`src/rtl/cfgp_pkg.sv`:
```
package cfgp_pkg;

    parameter int DATA_W = 32;
    parameter int BUS_W  = 8;
    parameter int DEV_W  = 5;
    parameter int FN_W   = 3;
    parameter int OFF_W  = 8;
    parameter int SIZE_W = 2;

    localparam int IDX_W  = BUS_W + DEV_W + FN_W + OFF_W - 2;
    localparam int PAD_W  = DATA_W - 1 - IDX_W - 2;
    localparam int LANES  = DATA_W / 8;
    localparam int LOFF_W = $clog2(LANES);
    localparam int SH_W   = LOFF_W + 3;

    typedef enum logic [SIZE_W-1:0] {
        SZ_BYTE = 2'd0,
        SZ_HALF = 2'd1,
        SZ_WORD = 2'd2,
        SZ_RSVD = 2'd3
    } size_e;

    typedef enum logic [1:0] {
        PK_ADDR = 2'd0,
        PK_DATA = 2'd1,
        PK_FLAT = 2'd2,
        PK_NONE = 2'd3
    } pkind_e;

    typedef enum logic [2:0] {
        S_IDLE     = 3'd0,
        S_ADDR_PRE = 3'd1,
        S_READ     = 3'd2,
        S_ADDR_WB  = 3'd3,
        S_WRITE    = 3'd4,
        S_DONE     = 3'd5
    } state_e;

    typedef struct packed {
        logic              write;
        size_e             size;
        logic [BUS_W-1:0]  bus;
        logic [DEV_W-1:0]  dev;
        logic [FN_W-1:0]   fn;
        logic [OFF_W-1:0]  off;
        logic [DATA_W-1:0] wdata;
    } cmd_t;

endpackage

```
`src/rtl/cfgp_arbiter.sv`:
```
module cfgp_arbiter #(
    parameter int NUM_REQ = 2
) (
    input  logic               clk,
    input  logic               rst_n,
    input  logic [NUM_REQ-1:0] req,
    input  logic               take,
    input  logic               release_lock,
    output logic [NUM_REQ-1:0] pick,
    output logic               any_req,
    output logic [NUM_REQ-1:0] grant
);

    genvar g;
    generate
        for (g = 0; g < NUM_REQ; g++) begin : g_pick
            if (g == 0) begin : g_first
                assign pick[g] = req[g];
            end else begin : g_rest
                assign pick[g] = req[g] & ~(|req[g-1:0]);
            end
        end
    endgenerate

    assign any_req = |req;

    always_ff @(posedge clk or negedge rst_n) begin
        if (!rst_n) begin
            grant <= '0;
        end else if (release_lock) begin
            grant <= '0;
        end else if (take) begin
            grant <= pick;
        end
    end


    pick_lowest_chk: assert property (@(posedge clk) disable iff (!rst_n)
        (take && req[0]) |=> grant[0]);

endmodule

```
`src/rtl/cfgp_addr.sv`:
```
module cfgp_addr
    import cfgp_pkg::*;
(
    input  cmd_t              cmd,
    output logic [DATA_W-1:0] addr_word,
    output logic [IDX_W-1:0]  widx,
    output logic              range_err
);

    localparam logic [OFF_W-1:0] OFF_TOP  = {OFF_W{1'b1}};
    localparam logic [OFF_W-1:0] WORD_LIM = OFF_TOP - OFF_W'(3);
    localparam logic [OFF_W-1:0] HALF_LIM = OFF_TOP - OFF_W'(1);

    always_comb begin
        widx      = {cmd.bus, cmd.dev, cmd.fn, cmd.off[OFF_W-1:2]};
        addr_word = {1'b1, {PAD_W{1'b0}}, widx, 2'b00};
        unique case (cmd.size)
            SZ_BYTE: range_err = 1'b0;
            SZ_HALF: range_err = (cmd.off > HALF_LIM);
            SZ_WORD: range_err = (cmd.off > WORD_LIM);
            default: range_err = 1'b1;
        endcase
    end

endmodule

```
`src/rtl/cfgp_lane.sv`:
```
module cfgp_lane
    import cfgp_pkg::*;
(
    input  logic [DATA_W-1:0] word,
    input  logic [LOFF_W-1:0] lane_off,
    input  size_e             size,
    input  logic [DATA_W-1:0] wdata,
    output logic [DATA_W-1:0] rd_val,
    output logic [DATA_W-1:0] merged
);

    logic [SH_W-1:0]   sh;
    logic [DATA_W-1:0] rd_shift;
    logic [DATA_W-1:0] ins;

    always_comb begin
        sh       = (size == SZ_WORD) ? '0 : {lane_off, 3'b000};
        rd_shift = word >> sh;
        ins      = wdata << sh;
        unique case (size)
            SZ_BYTE: rd_val = {{(DATA_W-8){1'b0}}, rd_shift[7:0]};
            SZ_HALF: rd_val = {{(DATA_W-16){1'b0}}, rd_shift[15:0]};
            default: rd_val = rd_shift;
        endcase
    end

    genvar g;
    generate
        for (g = 0; g < LANES; g++) begin : g_lane
            logic hit;
            always_comb begin
                hit = (size == SZ_WORD)
                    || ({1'b0, lane_off} == (LOFF_W+1)'(g))
                    || (size == SZ_HALF && ({1'b0, lane_off} + 1'b1) == (LOFF_W+1)'(g));
            end
            assign merged[g*8 +: 8] = hit ? ins[g*8 +: 8] : word[g*8 +: 8];
        end
    endgenerate

endmodule

```
`src/rtl/cfg_port_adapter.sv`:
```
module cfg_port_adapter
    import cfgp_pkg::*;
#(
    parameter int NUM_REQ = 2
) (
    input  logic                        clk,
    input  logic                        rst_n,
    input  logic                        flat_mode,
    input  logic [NUM_REQ-1:0]          rq_valid,
    input  logic [NUM_REQ-1:0]          rq_write,
    input  logic [NUM_REQ*SIZE_W-1:0]   rq_size,
    input  logic [NUM_REQ*BUS_W-1:0]    rq_bus,
    input  logic [NUM_REQ*DEV_W-1:0]    rq_dev,
    input  logic [NUM_REQ*FN_W-1:0]     rq_fn,
    input  logic [NUM_REQ*OFF_W-1:0]    rq_off,
    input  logic [NUM_REQ*DATA_W-1:0]   rq_wdata,
    output logic [NUM_REQ-1:0]          rq_grant,
    output logic [NUM_REQ-1:0]          rq_done,
    output logic                        rsp_err,
    output logic [DATA_W-1:0]           rsp_rdata,
    output logic                        pt_req,
    output logic [1:0]                  pt_kind,
    output logic                        pt_we,
    output logic [IDX_W-1:0]            pt_widx,
    output logic [DATA_W-1:0]           pt_wdata,
    input  logic                        pt_ack,
    input  logic [DATA_W-1:0]           pt_rdata
);

    state_e state, state_nx;

    cmd_t              cmd_pick, cmd_q, cmd_cur;
    logic              flat_q, err_q;
    logic [DATA_W-1:0] word_q;
    logic [NUM_REQ-1:0] pick;
    logic              any_req, take, release_lock;
    logic [DATA_W-1:0] addr_word, rd_val, merged;
    logic [IDX_W-1:0]  widx;
    logic              range_err;

    // requester field selection
    always_comb begin
        cmd_pick = '0;
        for (int i = 0; i < NUM_REQ; i++) begin
            if (pick[i]) begin
                cmd_pick.write = rq_write[i];
                cmd_pick.size  = size_e'(rq_size[i*SIZE_W +: SIZE_W]);
                cmd_pick.bus   = rq_bus[i*BUS_W +: BUS_W];
                cmd_pick.dev   = rq_dev[i*DEV_W +: DEV_W];
                cmd_pick.fn    = rq_fn[i*FN_W +: FN_W];
                cmd_pick.off   = rq_off[i*OFF_W +: OFF_W];
                cmd_pick.wdata = rq_wdata[i*DATA_W +: DATA_W];
            end
        end
    end

    assign cmd_cur      = (state == S_IDLE) ? cmd_pick : cmd_q;
    assign take         = (state == S_IDLE) && any_req;
    assign release_lock = (state == S_DONE);

    cfgp_arbiter #(.NUM_REQ(NUM_REQ)) u_arb (
        .clk          (clk),
        .rst_n        (rst_n),
        .req          (rq_valid),
        .take         (take),
        .release_lock (release_lock),
        .pick         (pick),
        .any_req      (any_req),
        .grant        (rq_grant)
    );

    cfgp_addr u_addr (
        .cmd       (cmd_cur),
        .addr_word (addr_word),
        .widx      (widx),
        .range_err (range_err)
    );

    cfgp_lane u_lane (
        .word     (word_q),
        .lane_off (cmd_q.off[LOFF_W-1:0]),
        .size     (cmd_q.size),
        .wdata    (cmd_q.wdata),
        .rd_val   (rd_val),
        .merged   (merged)
    );

    // next-state logic
    always_comb begin
        state_nx = state;
        unique case (state)
            S_IDLE: begin
                if (any_req) begin
                    if (range_err)
                        state_nx = S_DONE;
                    else if (!flat_mode)
                        state_nx = S_ADDR_PRE;
                    else if (cmd_pick.write && cmd_pick.size == SZ_WORD)
                        state_nx = S_WRITE;
                    else
                        state_nx = S_READ;
                end
            end
            S_ADDR_PRE: begin
                if (pt_ack)
                    state_nx = (cmd_q.write && cmd_q.size == SZ_WORD) ? S_WRITE : S_READ;
            end
            S_READ: begin
                if (pt_ack) begin
                    if (!cmd_q.write)
                        state_nx = S_DONE;
                    else
                        state_nx = flat_q ? S_WRITE : S_ADDR_WB;
                end
            end
            S_ADDR_WB: if (pt_ack) state_nx = S_WRITE;
            S_WRITE:   if (pt_ack) state_nx = S_DONE;
            S_DONE:    state_nx = S_IDLE;
            default:   state_nx = S_IDLE;
        endcase
    end

    // state register
    always_ff @(posedge clk or negedge rst_n) begin
        if (!rst_n)
            state <= S_IDLE;
        else
            state <= state_nx;
    end

    // request and data capture
    always_ff @(posedge clk or negedge rst_n) begin
        if (!rst_n) begin
            cmd_q  <= '0;
            flat_q <= 1'b0;
            err_q  <= 1'b0;
            word_q <= '0;
        end else if (take) begin
            cmd_q  <= cmd_pick;
            flat_q <= flat_mode;
            err_q  <= range_err;
            word_q <= '0;
        end else if (state == S_READ && pt_ack) begin
            word_q <= pt_rdata;
        end
    end

    // outputs
    always_comb begin
        pt_req    = 1'b0;
        pt_kind   = PK_NONE;
        pt_we     = 1'b0;
        pt_widx   = '0;
        pt_wdata  = '0;
        rq_done   = '0;
        rsp_err   = 1'b0;
        rsp_rdata = '0;
        unique case (state)
            S_ADDR_PRE, S_ADDR_WB: begin
                pt_req   = 1'b1;
                pt_kind  = PK_ADDR;
                pt_we    = 1'b1;
                pt_wdata = addr_word;
            end
            S_READ: begin
                pt_req  = 1'b1;
                pt_kind = flat_q ? PK_FLAT : PK_DATA;
                pt_widx = flat_q ? widx : '0;
            end
            S_WRITE: begin
                pt_req   = 1'b1;
                pt_kind  = flat_q ? PK_FLAT : PK_DATA;
                pt_we    = 1'b1;
                pt_widx  = flat_q ? widx : '0;
                pt_wdata = (cmd_q.size == SZ_WORD) ? cmd_q.wdata : merged;
            end
            S_DONE: begin
                rq_done   = rq_grant;
                rsp_err   = err_q;
                rsp_rdata = (err_q || cmd_q.write) ? '0 : rd_val;
            end
            default: ;
        endcase
    end


    grant_onehot_chk: assert property (@(posedge clk) disable iff (!rst_n)
        $onehot0(rq_grant));


    grant_hold_chk: assert property (@(posedge clk) disable iff (!rst_n)
        (|rq_grant && !(|rq_done)) |=> (rq_grant == $past(rq_grant)));


    port_hold_chk: assert property (@(posedge clk) disable iff (!rst_n)
        (pt_req && !pt_ack) |=> (pt_req && $stable(pt_kind) && $stable(pt_we) && $stable(pt_wdata)));


    addr_enable_chk: assert property (@(posedge clk) disable iff (!rst_n)
        (pt_req && pt_kind == PK_ADDR) |-> (pt_we && pt_wdata[DATA_W-1] && pt_wdata[1:0] == 2'b00));


    err_quiet_chk: assert property (@(posedge clk) disable iff (!rst_n)
        (|rq_done && rsp_err) |-> ($past(state) == S_IDLE));


    done_pulse_chk: assert property (@(posedge clk) disable iff (!rst_n)
        (|rq_done) |=> !(|rq_done));


    done_owner_chk: assert property (@(posedge clk) disable iff (!rst_n)
        (|rq_done) |-> ((rq_done & ~rq_grant) == '0));

endmodule

```
`config.mk`:
```
export PLATFORM = sky130hd
export DESIGN_NAME = cfg_port_adapter
export DESIGN_NICKNAME = d
export VERILOG_FILES = /design/src/rtl/cfgp_pkg.sv /design/src/rtl/cfgp_arbiter.sv /design/src/rtl/cfgp_addr.sv /design/src/rtl/cfgp_lane.sv /design/src/rtl/cfg_port_adapter.sv
export SDC_FILE = /design/constraint.sdc
export NUM_CORES = 1
export LEC_CHECK = 0
export ABC_AREA = 1
export BUFFER_PORTS_ARGS = -buffer_cell sky130_fd_sc_hd__buf_2
export CAP_MARGIN = 10
export CORE_MARGIN = 2
export CORE_UTILIZATION = 50
export CTS_CLUSTER_DIAMETER = 120
export DETAILED_ROUTE_END_ITERATION = 6
export GPL_ROUTABILITY_DRIVEN = 0
export PLACE_DENSITY = 0.81
export REMOVE_ABC_BUFFERS = 1
export SYNTH_ARGS = -nofsm -noshare
export SYNTH_HDL_FRONTEND = slang
export SYNTH_SLANG_ARGS = --single-unit
```
`constraint.sdc`:
```
create_clock -name clk -period 1.9 [get_ports clk]
set_clock_uncertainty 0.05 [all_clocks]
set_input_delay 0.19 -clock clk [delete_from_list [all_inputs] [get_ports clk]]
set_output_delay 0.19 -clock clk [all_outputs]
set_load 0.1 [all_outputs]
```
==> run_results.csv, run 1 <==
group,metric,value,unit
floorplan,num_rows,41,
cts,htreeDepth,3,
yosys,synth_fa_ha_area_share,0,%
floorplan,die_w,118.2,um
yosys,ys_seq_area_share,37.62,%
floorplan,start_util,51.45,%
yosys,yosys.area_share.xor_xnor,0,%
cts,cts_buffers,9,
yosys,syn_inst,931,
place,place_area,0.01020,sq mm
status,toolErrorMsg,"[ERROR DPL-0038] Utilization greater than 100%, impossible to legalize",
floorplan,ioPinCount,251,
status,stop_stage,"global routing",
yosys,ys.warnings.count,0,
status,status,"did not finish",
timing,worstEndpointType,"primary output",
yosys,synthDistinctLibCells,36,
place,io_buffers,250,
yosys,synth_compound_gate_area_share,23.74,%
place,dp_hpwl,20000,um
yosys,synth.area.mux_share,1.382,%
yosys,syn-cell-area,0.006519,sq mm
floorplan,die_y,118.2,um
cts,clock_sinks,98,
yosys,synth.avg_cell_area,7.002,sq um
yosys,ys.flop_type,"dfrtp_1",
timing,worstEndpointGrtRepair,"pt_wdata[22]",
yosys,async_reset_ff_share,100.0,%
yosys,synth_edf_count,0,
yosys,synth-seq-cells,98,
cts,clk_path_buf_depth,2,
yosys,synth_top_family_by_area,"simple AND/OR/NAND/NOR gates",
yosys,synthSimpleGateAreaFrac,26.99,%
cts,cts_root_buf,"clkbuf_16",
global_route,grt_max_degree,43,
[logic make-up after synthesis]
family,Yosys count
and+or+nand+nor,409
buffers and inverters,161
muxes,9
AOI/OAI and AO/OA,254
DFF,98
[repair_timing]
action | 4_1_cts
gates resized for setup | 262
gates cloned | 12
pin swaps | 52
buffers inserted | 32
endpoints found under the setup margin | 146
hold buffers | 1
hold endpoints to repair | 20
[through the flow]
| step | utilization (%) | instances | setup slack, ns | TNS [ns] | hold WS [ns] |
|---|---|---|---|---|---|
| 3_5_place_dp | 80.50 | 1415 | -0.1838 | -9.262 | 0.05614 |
| 4_1_cts | 94.36 | 1474 | -0.4782 | -29.23 | 0.006552 |
| 3_3_place_gp | 80.50 | 1415 | -0.1296 | -4.232 | 0.05472 |
| 2_1_floorplan | - | 864 | -3.541 | -264.04 | -0.1556 |
[synthesized netlist by cell type, types with 16 or more instances]
master    number  area share, %
nand2_1      197             11
nand3_1      116            8.9
dfrtp_1       98             38
o21ai_0       94            7.2
inv_1         81            4.7
nor2_1        68            3.9
a21oi_1       51            3.9
buf_2         31            2.4
clkbuf_1      26            1.5
a22o_1        25            3.4
o22ai_1       25            2.4
o21a_1        16            1.8
==> run 2: changes to the inputs <==
--- a/config.mk
+++ b/config.mk
@@ -9,11 +9,10 @@
 export BUFFER_PORTS_ARGS = -buffer_cell sky130_fd_sc_hd__buf_2
 export CAP_MARGIN = 10
 export CORE_MARGIN = 2
-export CORE_UTILIZATION = 50
-export CTS_CLUSTER_DIAMETER = 120
+export CORE_UTILIZATION = 40
 export DETAILED_ROUTE_END_ITERATION = 6
 export GPL_ROUTABILITY_DRIVEN = 0
-export PLACE_DENSITY = 0.81
+export PLACE_DENSITY_LB_ADDON = 0.15
 export REMOVE_ABC_BUFFERS = 1
 export SYNTH_ARGS = -nofsm -noshare
 export SYNTH_HDL_FRONTEND = slang
==> run 2 against run 1 <==
  * The flow now finishes, with violations (setup timing)
  * Synthesized area stayed put
  * Synthesized cell count is the same
==> run_results.csv, run 2 <==
group,metric,value,unit
yosys,syn-cell-area,0.006519,sq mm
floorplan,start_util,41.04,%
cells_and_area,reg_top3,"cmd_q x59, word_q x32, state x3",
floorplan,ioPinCount,251,
timing,setup_viol,98,
status,status,"finished with violations",
yosys,yosysMostFrequentCell,"nand2_1",
cells_and_area,fin_cells,1540,
cts,insertion_delay,0.36,ns
cells_and_area,regMostFlops,"cmd_q",
pwr,powerDensity,2129,mW/mm^2
yosys,yosys.area.top_type,"dfrtp_1",
cells_and_area,syn_to_final_growth,100.3,%
floorplan,die_w,131.7,um
timing,slew_violations,0,
cells_and_area,largest_register_ffs,59,
critical_path,end_kind,"primary output",
global_route,gr-usage-all-layers,36.38,%
drt,vias_per_cell,6.042,
place,dp.cells,1459,
timing,setup_tns,-38.40,ns
global_route,antenna_found_initial,1,
cts,cts_root_buf,"clkbuf_16",
critical_path,cp_cell_sequence,"inv_2 > nand2_4 > inv_4 > nor2_4 > inv_2 > buf_6 > buf_12 > o21ai_0 > a21oi_1 > a31oi_1 > nor2_1 > buf_4 > buf_12",
floorplan,design.core.area,0.01589,sq mm
drt,first_pass_iters,5,
cells_and_area,layout_common_cells,"156 x buf_2, 155 x nand2_1, 119 x buf_4",
status,violations,"setup timing",
floorplan,die_y,131.7,um
cts,worst_setup_hold_path_clk_slew,0.07,ns
yosys,ys_top_cells_by_count,"197 x nand2_1, 116 x nand3_1, 98 x dfrtp_1",
yosys,async_reset_ff_share,100.0,%
pwr,swShare,53.62,%
critical_path,critical_path_arrival,2.24,ns
global_route,grt_max_degree,37,
critical_path,rrSetupSlack,-0.36,ns
drt,post_drt_wl_per_cell,23.09,um
timing,rsz0062_at_grt,"true",
cts,tritoncts,"done",
pwr,comb_power_share,78.4,%
cells_and_area,final_common_cell,"buf_2",
pwr,p_int,12.89,mW
run,cap_violations,0,
cts,clk_path_buf_depth,2,
cts,clock_sinks,98,
timing,relSlewSlack,63.55,%
yosys,syn_inst,931,
yosys,ys.warnings.count,0,
drt,num_vias,9305,
critical_path,slowest_stage,"dfrtp_1",
drt,drc,0,
pwr,ir_worst_vdd,1112,uV
cells_and_area,final_util,82.20,%
drt,routed_wl,35550,um
timing,setup_ws,-0.5814,ns
global_route,grt_overflow,0,
critical_path,critPathBufInv,7,
floorplan,die_area,0.01733,sq mm
timing,period_minus_slack,2.481,ns
timing,final_hold_viol_count,0,
hold_path,hp-class,"input port to register",
yosys,synth.avg_cell_area,7.002,sq um
critical_path,max_stage_delay,0.40,ns
floorplan,num_rows,46,
critical_path,start_kind,"register",
place,io_buffers,250,
critical_path,critPathMaxFanout,10,
global_route,grt_pass1_wl,48930,um
timing,max_slew.worst_pin.slew,0.5467,ns
pwr,seqPwrFrac,14.2,%
cells_and_area,drive_gt1_share,52.64,%
timing,period_share,130.6,%
place,dp_hpwl,20000,um
timing,clock.fmax,0.4030,GHz
yosys,ys.flop_type,"dfrtp_1",
critical_path,crit_family,"buffers and inverters",
yosys,ys_seq_area_share,37.62,%
drt,first_iter_violations,1054,
yosys,synth_edf_count,0,
pwr,power_frac_clock,7.4,%
place,place_area,0.01031,sq mm
yosys,synthTopCellsByArea,"dfrtp_1 38%, nand2_1 11%, nand3_1 8.9%, o21ai_0 7.2%, inv_1 4.7%",
yosys,synth_top_cell_area_share,37.62,%
cts,cts_buffers,9,
pwr,p_leak,5.960,nW
yosys,synth-seq-cells,98,
critical_path,cp.required,1.66,ns
global_route,grt_pass1_vias,8994,
cells_and_area,nets,1475,
pwr,power_switching,14.91,mW
cts,htreeDepth,3,
cells_and_area,final_cell_area,0.01306,sq mm
drt,drtAntennaViolNets,0,
yosys,synthDistinctLibCells,36,
critical_path,critPathKind,"register to primary output",
cells_and_area,diodes,0,
## run 2: cell counts after synthesis
Identical to the previous run, type by type.
## run 2: worst paths after layout
path,start,to,depth (start not counted)
max,cmd_q[56],rsp_rdata[11],13
min,pt_rdata[18],word_q[18],3
max reg2reg,state[0],state[0],16
min reg2reg,cmd_q[38],cmd_q[38],2
max in group asynchronous,rst_n,cmd_q[43],3
min in group asynchronous,rst_n,cmd_q[17],2
## run 2: metal layers
metal / up-vias / global-route usage [%] / wire length (um)
met5: - / 0 / 0
met1: 4397 / 44.53 / 12830
met4: 0 / 18.54 / 2491
li1: 3959 / - / -
met3: 204 / 8.873 / 3920
met2: 745 / 59.63 / 16310
## run 2: worst min-delay path: stages
cell	delay [ns]
buf_2	0.08
nand3_1	0.06
o21ai_0	0.06
## run 2: cell type report
type	instances	area, sq um
clock buffers	11	242.7
multi-input cells	672	4730
repair buffers	444	4895
inverters	94	387.9
clock inverters	5	77.57
flip-flops and latches	98	2455
fillers	902	2828
well taps	216	270.3
## run 2: per-stage QoR
step,power [mW],hold slack (ns),worst slack [ns]
after floorplan,12.10,-0.1556,-3.541
after global placement,18.41,0.1381,-0.2530
after detailed placement,18.57,0.1452,-0.2451
after CTS,24.69,0.01527,-0.4261
after global routing,28.63,0.02477,-0.6260
final,27.80,0.01320,-0.5814
## run 2: power by group through the flow
| stage | sequential, mW | clock, mW | combinational (mW) |
|---|---|---|---|
| after floorplan | 3.68 | 0 | 8.41 |
| after global placement | 3.74 | 0 | 14.7 |
| after detailed placement | 3.75 | 0 | 14.8 |
| after CTS | 3.78 | 2.04 | 18.9 |
| after global routing | 4.00 | 2.13 | 22.5 |
| final | 3.94 | 2.06 | 21.8 |
## run 2: what timing repair did
action | 4_1_cts | 5_1_grt
resized for setup | 261 | 153
hold buffers | 1 | 0
buffers inserted | 29 | 25
cloned | 15 | 5
setup endpoints to repair | 120 | 123
endpoints found under the hold margin | 32 | 0
pin swaps | 36 | 67
## run 2: kinds of logic (layout without fill, tap and decap cells)
family | after synthesis | in the layout | share of synthesized area [%]
simple gates | 409 | 409 | 26.99
mux | 9 | 9 | 1.382
buf+inv | 161 | 554 | 10.27
flops | 98 | 98 | 37.62
compound gates | 254 | 254 | 23.74
Power figures use the tool's default switching activity.
